### src/rtl/core_irq_pkg.sv
package core_irq_pkg;
  localparam int N_LINES = 6;
  localparam int VEC_W   = 6;

  typedef enum logic [1:0] {
    SWK_GENERAL = 2'd0,
    SWK_NMI     = 2'd1,
    SWK_TRAP    = 2'd2,
    SWK_NONE    = 2'd3
  } swk_e;

  localparam logic [VEC_W-1:0] NMI_VEC  = VEC_W'(6'h24);
  localparam logic [VEC_W-1:0] TRAP_VEC = VEC_W'(6'h22);

  function automatic logic [VEC_W-1:0] line_vec(input int idx);
    return VEC_W'((idx + 1) * 2);
  endfunction
endpackage

### src/rtl/core_irq_rstgen.sv
module core_irq_rstgen (
  input  logic clk,
  input  logic ext_rst_n,
  input  logic wdog_expire,
  output logic rst_n_o
);
  logic src_n;
  logic [1:0] sync_q;
  logic [1:0] sync_d;

  assign src_n = ext_rst_n & ~wdog_expire;

  always_comb begin
    sync_d = {sync_q[0], 1'b1};
  end

  always_ff @(posedge clk or negedge src_n) begin
    if (!src_n) sync_q <= 2'b00;
    else        sync_q <= sync_d;
  end

  assign rst_n_o = sync_q[1];
endmodule

### src/rtl/core_irq_mask_reg.sv
module core_irq_mask_reg
  import core_irq_pkg::*;
(
  input  logic               clk,
  input  logic               rst_n,
  input  logic               we,
  input  logic [N_LINES-1:0] wdata,
  output logic [N_LINES-1:0] mask_o
);
  logic [N_LINES-1:0] mask_q, mask_d;

  always_comb begin
    mask_d = mask_q;
    if (we) mask_d = wdata;
  end

  always_ff @(posedge clk or negedge rst_n) begin
    if (!rst_n) mask_q <= '0;
    else        mask_q <= mask_d;
  end

  assign mask_o = mask_q;

  AST_MASK_LOAD: assert property (@(posedge clk) disable iff (!rst_n)
    we |=> (mask_o == $past(wdata))) else $error("mask load");
endmodule

### src/rtl/core_irq_pick.sv
module core_irq_pick
  import core_irq_pkg::*;
(
  input  logic               clk,
  input  logic               rst_n,
  input  logic               idle,
  input  logic               intm_i,
  input  logic [N_LINES-1:0] req,
  input  logic [N_LINES-1:0] mask,
  input  logic               sw_req,
  input  logic [1:0]         sw_kind,
  input  logic [VEC_W-1:0]   sw_vec,
  output logic               grant,
  output logic               grant_hw,
  output logic               grant_sets_intm,
  output logic [VEC_W-1:0]   grant_vec
);
  logic               sw_valid;
  logic [N_LINES-1:0] elig;
  logic [N_LINES-1:0] line_hit;
  logic [VEC_W-1:0]   hw_vec;
  logic [VEC_W-1:0]   sw_sel_vec;
  swk_e               kind;

  assign kind     = swk_e'(sw_kind);
  assign sw_valid = idle & sw_req & (kind != SWK_NONE);
  assign elig     = req & mask & {N_LINES{idle & ~intm_i & ~sw_valid}};

  // lowest index wins: scan from top so the lowest overwrites last
  always_comb begin
    line_hit = '0;
    hw_vec   = '0;
    for (int i = N_LINES - 1; i >= 0; i--) begin
      if (elig[i]) begin
        line_hit    = '0;
        line_hit[i] = 1'b1;
        hw_vec      = line_vec(i);
      end
    end
  end

  always_comb begin
    case (kind)
      SWK_NMI:  sw_sel_vec = NMI_VEC;
      SWK_TRAP: sw_sel_vec = TRAP_VEC;
      default:  sw_sel_vec = sw_vec;
    endcase
  end

  assign grant_hw        = |line_hit;
  assign grant           = sw_valid | grant_hw;
  assign grant_vec       = sw_valid ? sw_sel_vec : hw_vec;
  assign grant_sets_intm = grant_hw | (sw_valid & (kind != SWK_TRAP));

  AST_ONE_LINE: assert property (@(posedge clk) disable iff (!rst_n)
    $onehot0(line_hit)) else $error("multi line");
  AST_INTM_BLOCKS_HW: assert property (@(posedge clk) disable iff (!rst_n)
    intm_i |-> !grant_hw) else $error("hw under intm");
  AST_IDLE_ONLY: assert property (@(posedge clk) disable iff (!rst_n)
    !idle |-> !grant) else $error("take while busy");
  AST_SW_FIRST: assert property (@(posedge clk) disable iff (!rst_n)
    (idle && sw_req && kind != SWK_NONE) |-> !grant_hw) else $error("sw order");
endmodule

### src/rtl/core_irq_ctrl.sv
module core_irq_ctrl
  import core_irq_pkg::*;
(
  input  logic               clk,
  input  logic               ext_rst_n,
  input  logic               wdog_expire,
  input  logic [N_LINES-1:0] irq_req,
  input  logic               mask_we,
  input  logic [N_LINES-1:0] mask_wdata,
  input  logic               gie_clr,
  input  logic               sw_req,
  input  logic [1:0]         sw_kind,
  input  logic [VEC_W-1:0]   sw_vec,
  input  logic               cpu_ack,
  output logic               take_strobe,
  output logic [VEC_W-1:0]   vec_addr,
  output logic               intm
);
  logic               rst_n;
  logic [N_LINES-1:0] mask_q;
  logic               busy_q, busy_d;
  logic               strobe_q, strobe_d;
  logic [VEC_W-1:0]   vec_q, vec_d;
  logic               intm_q, intm_d;
  logic               grant, grant_hw, grant_sets_intm;
  logic [VEC_W-1:0]   grant_vec;

  core_irq_rstgen u_rst (
    .clk(clk), .ext_rst_n(ext_rst_n), .wdog_expire(wdog_expire), .rst_n_o(rst_n)
  );

  core_irq_mask_reg u_mask (
    .clk(clk), .rst_n(rst_n), .we(mask_we), .wdata(mask_wdata), .mask_o(mask_q)
  );

  core_irq_pick u_pick (
    .clk(clk), .rst_n(rst_n), .idle(~busy_q), .intm_i(intm_q),
    .req(irq_req), .mask(mask_q), .sw_req(sw_req), .sw_kind(sw_kind),
    .sw_vec(sw_vec), .grant(grant), .grant_hw(grant_hw),
    .grant_sets_intm(grant_sets_intm), .grant_vec(grant_vec)
  );

  always_comb begin
    strobe_d = grant;
    busy_d   = busy_q ? ~cpu_ack : grant;
    vec_d    = grant ? grant_vec : vec_q;
    intm_d   = intm_q;
    if (gie_clr)                 intm_d = 1'b0;
    if (grant && grant_sets_intm) intm_d = 1'b1;
  end

  always_ff @(posedge clk or negedge rst_n) begin
    if (!rst_n) begin
      busy_q   <= 1'b0;
      strobe_q <= 1'b0;
      vec_q    <= '0;
      intm_q   <= 1'b1;
    end else begin
      busy_q   <= busy_d;
      strobe_q <= strobe_d;
      vec_q    <= vec_d;
      intm_q   <= intm_d;
    end
  end

  assign take_strobe = strobe_q;
  assign vec_addr    = vec_q;
  assign intm        = intm_q;

  AST_STROBE_PULSE: assert property (@(posedge clk) disable iff (!rst_n)
    take_strobe |=> !take_strobe) else $error("strobe width");
  AST_VEC_HOLD: assert property (@(posedge clk) disable iff (!rst_n)
    (busy_q && !cpu_ack) |=> ($stable(vec_addr) && busy_q)) else $error("vec moved");
  AST_HW_SETS_INTM: assert property (@(posedge clk) disable iff (!rst_n)
    grant_hw |=> intm) else $error("intm not set");
  AST_TRAP_KEEPS_INTM: assert property (@(posedge clk) disable iff (!rst_n)
    (!busy_q && sw_req && sw_kind == SWK_TRAP && !gie_clr) |=> (intm == $past(intm)))
    else $error("trap changed intm");
  AST_NMI_VEC: assert property (@(posedge clk) disable iff (!rst_n)
    (!busy_q && sw_req && sw_kind == SWK_NMI) |=> (take_strobe && vec_addr == NMI_VEC && intm))
    else $error("nmi take");
endmodule

### config.mk
export PLATFORM = sky130hd
export DESIGN_NAME = core_irq_ctrl
export DESIGN_NICKNAME = d
export VERILOG_FILES = /design/src/rtl/core_irq_pkg.sv /design/src/rtl/core_irq_rstgen.sv /design/src/rtl/core_irq_mask_reg.sv /design/src/rtl/core_irq_pick.sv /design/src/rtl/core_irq_ctrl.sv
export SDC_FILE = /design/constraint.sdc
export NUM_CORES = 1
export LEC_CHECK = 0
export BUFFER_PORTS_ARGS = -buffer_cell sky130_fd_sc_hd__buf_4
export CAP_MARGIN = 20
export CORE_MARGIN = 2
export CORE_UTILIZATION = 49
export DETAILED_ROUTE_END_ITERATION = 8
export GPL_TIMING_DRIVEN = 0
export PLACE_DENSITY = 0.92
export SYNTH_ARGS = -nofsm -noshare
export SYNTH_HDL_FRONTEND = slang
export SYNTH_SLANG_ARGS = --single-unit
### constraint.sdc
create_clock -name clk -period 1.7 [get_ports clk]
set_input_delay 0.255 -clock clk [delete_from_list [all_inputs] [get_ports clk]]
set_output_delay 0.255 -clock clk [all_outputs]
set_load 0.02 [all_outputs]
* After elaboration in Yosys (flattened, before gate mapping)
Cells that the tools add are included.
Word-level totals: bits in registers 17, input port bits 27
Operators by class: eq/ne operators 4, multiplexer cells 17, bitwise operators 15, reductions and logical operators 3
Operators with widths (count):
- 2-to-1 mux 6 bit | 7
- 2-to-1 mux 4 bit | 6
- AND 6 bit | 2
- one-hot mux 6 bit (2 select lines) | 1
- AND 1 bit | 6
- OR reduction 6 bit | 1
- inverter 1 bit | 5
- != test 2 bit, second input constant | 2
- 2-to-1 mux 1 bit | 3
- equality test 2 x 1 -> 1 bit, second input constant | 1
- equality test 2 bit, second input constant | 1
- OR 1 bit | 2
- nonzero test 2 bit | 1
- logical AND 1 bit | 1

* Depth between registers and ports, before layout
word-level depth 16, depth in mapped cells 6

* Hierarchy
From an unflattened synthesis, not the netlist that was laid out.
Second synthesis, totals: cell total of the unflattened synthesis 77, area, all modules 929.6 um2
Modules (own cells, without submodules):
- core_irq_ctrl | times used 1, cells each 22, area each 352.8 um2
- core_irq_pick | times used 1, cells each 38, area each 257.7 um2
- core_irq_mask_reg | times used 1, cells each 13, area each 251.5 um2
- core_irq_rstgen | times used 1, cells each 4, area each 67.6 um2

* Worst setup path before layout
Ideal clock, no wire load.
path type register to register, from register busy_q, to register vec_q[5] (netlist: vec_addr[5]), library setup time 0.121 ns, data arrival time 1.281 ns, data required time 1.579 ns, slack 0.298 ns, cell stages (with the launch flop) 5, buffers on the path 0, clock period less this slack 1.402 ns, path through dfrtp_1 -> or3b_4 -> o31ai_2 -> a21oi_4 -> a22o_1
On the way: cells in the longest elaborated chain, start to end 14
Ends and longest elaborated chain:
- from (decl) | RTL line core_irq_ctrl.sv:21 | logic busy_q, busy_d;
- from (signal assigned) | RTL line core_irq_ctrl.sv:59 | busy_q <= busy_d;
- inverter 1 bit (*) | RTL line core_irq_ctrl.sv:37 | .clk(clk), .rst_n(rst_n), .idle(~busy_q), .intm_i(intm_q),
- AND 1 bit (2 in series) | RTL line core_irq_pick.sv:26 | assign sw_valid = idle & sw_req & (kind != SWK_NONE);
- inverter 1 bit | RTL line core_irq_pick.sv:27 | assign elig = req & mask & {N_LINES{idle & ~intm_i & ~sw_valid}};
- AND 1 bit | RTL line core_irq_pick.sv:27
- AND 6 bit | RTL line core_irq_pick.sv:27
- 2-to-1 mux 6 bit (6 in series) | RTL line core_irq_pick.sv:34 | if (elig[i]) begin
- OR reduction 6 bit | RTL line core_irq_pick.sv:50 | assign grant_hw = |line_hit;
- OR 1 bit | RTL line core_irq_pick.sv:51 | assign grant = sw_valid | grant_hw;
- to (signal assigned) | RTL line core_irq_ctrl.sv:61 | vec_q <= vec_d;
- to (decl) | RTL line core_irq_ctrl.sv:23 | logic [VEC_W-1:0] vec_q, vec_d;
Every way passes the cells marked *; elsewhere a longest branch is shown, timed or not. A chain may end at the register's enable or synchronous reset.

* Final worst setup path
from register u_mask.mask_q[2] (netlist: u_mask.mask_o[2]), to register vec_q[2] (netlist: vec_addr[2])
On the way: cells in the longest elaborated chain, start to end 7
Ends and longest elaborated chain:
- from (decl) | RTL line core_irq_mask_reg.sv:10 | logic [N_LINES-1:0] mask_q, mask_d;
- from (signal assigned) | RTL line core_irq_mask_reg.sv:19 | else mask_q <= mask_d;
- AND 6 bit (2 in series) | RTL line core_irq_pick.sv:27
- 2-to-1 mux 6 bit (3 in series) | RTL line core_irq_pick.sv:34
- OR reduction 6 bit | RTL line core_irq_pick.sv:50
- OR 1 bit | RTL line core_irq_pick.sv:51
- net grant | RTL line core_irq_ctrl.sv:25 | logic grant, grant_hw, grant_sets_intm;
The timed path passes the listed nets, and every way through them passes these cells.

==> results.json <==
{
  "status": "finished, final reports clean",
  "yosys.area.top_type_share": 0.4871,
  "placed_cells": 118,
  "ys_ff_latch": 17,
  "tns_ns": 0,
  "busiest_layer": "met2",
  "synth_cell_type_count": 33,
  "cts_tree": "built",
  "cp.arrival_ns": 1.78,
  "fin_util": 0.7394,
  "cts.htree.levels": 1,
  "n_antenna_cell": 0,
  "rows": 14,
  "yosysWarnings": 0,
  "synth_top_cell_by_area": "dfrtp_1",
  "first_iter_violations": 13,
  "final_cell_mix": "buf_4 (33), dfrtp_1 (16), mux2_2 (6)",
  "synth_cells": 69,
  "vias": 700,
  "drc_errors": 0,
  "globalRouteOverflowTotal": 0,
  "area_growth_pct": 38.66,
  "max_freq_mhz": 632.1,
  "gr-usage-met1": 0.2322,
  "ys_seq_area_frac": 0.5190,
  "cts.sinks": 17,
  "worst-r2r-setup-slack_ns": 0.12,
  "cts_resized": 0,
  "syn_area_um2": 822.0,
  "use_met3": 0.06000,
  "path_clk_slew_ns": 0.10,
  "min_period_over_period": 0.9306,
  "root_buffer": "clkbuf_4",
  "numCtsBuffers": 3,
  "cts_setup_buffers": 0,
  "grt_pass1_wl_um": 2987,
  "setup_viol": 0,
  "drive_above_1_share": 0.4537,
  "endpoint": "vec_addr[2]",
  "final_antenna_net_count": 0,
  "maxSlewViolCount": 0,
  "antenna_found_initial": 0,
  "p_leak_nw": 0.5472,
  "avgSynthCellArea_um2": 11.91,
  "track_usage": 0.2128,
  "required_ns": 1.90,
  "syn_nets": 99,
  "r2r_start": "u_mask.mask_o[2]",
  "cp_max_fo": 6,
  "routedWlPerCell_um": 15.24,
  "place_hpwl_um": 1414,
  "crit_start": "u_mask.mask_o[2]",
  "placement.io_buffers": 33,
  "first_pass_iters": 4,
  "period_minus_slack_ns": 1.582,
  "holdCritPathClass": "input pin to flop",
  "start_util": 0.5333,
  "cap_violations": 0,
  "clock_latency_ns": 0.30,
  "grt_max_degree": 16,
  "die_w_um": 44.96,
  "fin_skew_ns": 0.001440,
  "io_pins": 35,
  "slew_headroom": 0.6208,
  "vias_per_cell": 5.645,
  "nNetsFinal": 139,
  "grt.met2_usage": 0.3886,
  "worstSetupStartpointType": "flop",
  "drt-total-wl_um": 1890,
  "power_density_nw_per_um2": 1289,
  "fin_cells": 124,
  "vdd_drop_max_mv": 0.8521,
  "path_class": "flop to flop",
  "rsz0062_at_grt": "false",
  "hold_viol_final": 0,
  "reg2reg_to": "vec_addr[2]",
  "dieArea_um2": 2021,
  "core_um2": 1541,
  "layout_commonest_cell": "buf_4",
  "worst_r2r_path_depth": 5,
  "netlist_top_cells_area": "dfrtp_1 (49%), mux2_2 (8.2%), ha_1 (4.6%), a32o_1 (3.7%), dfstp_2 (3.2%)",
  "tightestPinTransition_ns": 0.5688,
  "grt_pass1_vias": 713,
  "clockBufferDepth": 2,
  "fp.dieH_um": 44.96,
  "gp_congestion": 0.7920,
  "end_kind": "flop",
  "fillers": 112
}
worst max-delay path: stages (launching register included):
cell      delay [ns]
dfrtp_1         0.40
a22oi_1         0.31
nand3b_1        0.22
a21oi_4         0.27
inv_2           0.08
o22a_1          0.20
final cells by class:
class,count,area [µm²],area share
plain buffers,1,3.754,0.003293
clock buffers,3,22.52,0.01976
clock inverters,1,7.507,0.006586
inverters,5,18.77,0.01647
multi-input cells,46,372.9,0.3271
flip-flops and latches,17,426.7,0.3743
well taps,16,20.02,0.01756
repair buffers,35,267.8,0.2349
through the flow:
step	setup WS [ns]	cell area, µm²	hold WS [ns]	power, W
detailed placement	0.08016	1090	0.1741	0.001235
global route	0.05530	1140	0.1346	0.001548
CTS	0.1189	1140	0.1189	0.001479
finish	0.1179	1140	0.1242	0.001470
floorplan	0.2981	822.0	0.05815	0.0009818
global placement	0.1120	1090	0.1628	0.001209
where the power goes:
part / switching (W) / total [W] / internal, W
registers: 0.000116 / 0.000646 / 0.000530
logic: 0.000305 / 0.000597 / 0.000292
clock network: 0.000136 / 0.000226 / 0.0000898
state kept, by name, indices dropped and copies added (netlist names):
signal / flops
busy_q: 1
vec_addr: 6
u_rst.sync_q: 2
u_mask.mask_o: 6
take_strobe: 1
intm: 1
what timing repair did:
item	CTS	global route
endpoints found under the setup margin	0	0
hold endpoints to repair	2	0
hold buffers	2	0
synth_stat cells (all sizes together):
cell type and count:
o2bb2ai 1, a211oi 1, a21oi 3, a31oi 2, nand3b 1, nor3 1, conb 1, o41ai 1
nand3 1, inv 5, or3b 1, nand2 4, o22a 1, a22oi 1, nor4 1, nor2 2
o21a 1, a22o 2, or2b 1, ha 3, o31ai 1, nor3b 1, a32o 3, o21ai 2
dfrtp 16, nor2b 3, dfstp 1, clkbuf 1, mux2 6, mux2i 1
routing by layer:
| metal | part of all wire | vias up |
|---|---|---|
| met4 | 0.013 | 0 |
| met2 | 0.56 | 18 |
| met1 | 0.38 | 346 |
| met3 | 0.048 | 5 |
| met5 | 0 | - |
| li1 | - | 331 |
cells by family (layout without fill, tap and decap cells):
logic type                 count (synthesis)  in the layout  synth area share
DFF                                       17             17            0.5190
buffers and inverters                      6             45           0.02738
AOI/OAI and AO/OA                         19             19            0.1918
adders and majority gates                  3              3           0.04567
and+or+nand+nor                           16             16            0.1172
muxes                                      7              7           0.09436
other                                      1              1          0.004562
worst min-delay path by stage:
| stage | from | to | slack, ns | cells after the start |
|---|---|---|---|---|
| final | cpu_ack | busy_q | 0.12 | 2 |
| after global routing | cpu_ack | busy_q | 0.13 | 2 |
| after CTS | cpu_ack | busy_q | 0.12 | 2 |
| after detailed placement | ext_rst_n | u_rst.sync_q[1] | 0.17 | 2 |
| after global placement | ext_rst_n | u_rst.sync_q[0] | 0.16 | 2 |
| after floorplan | wdog_expire | u_rst.sync_q[0] | 0.06 | 1 |
Power figures use the tool's default switching activity.
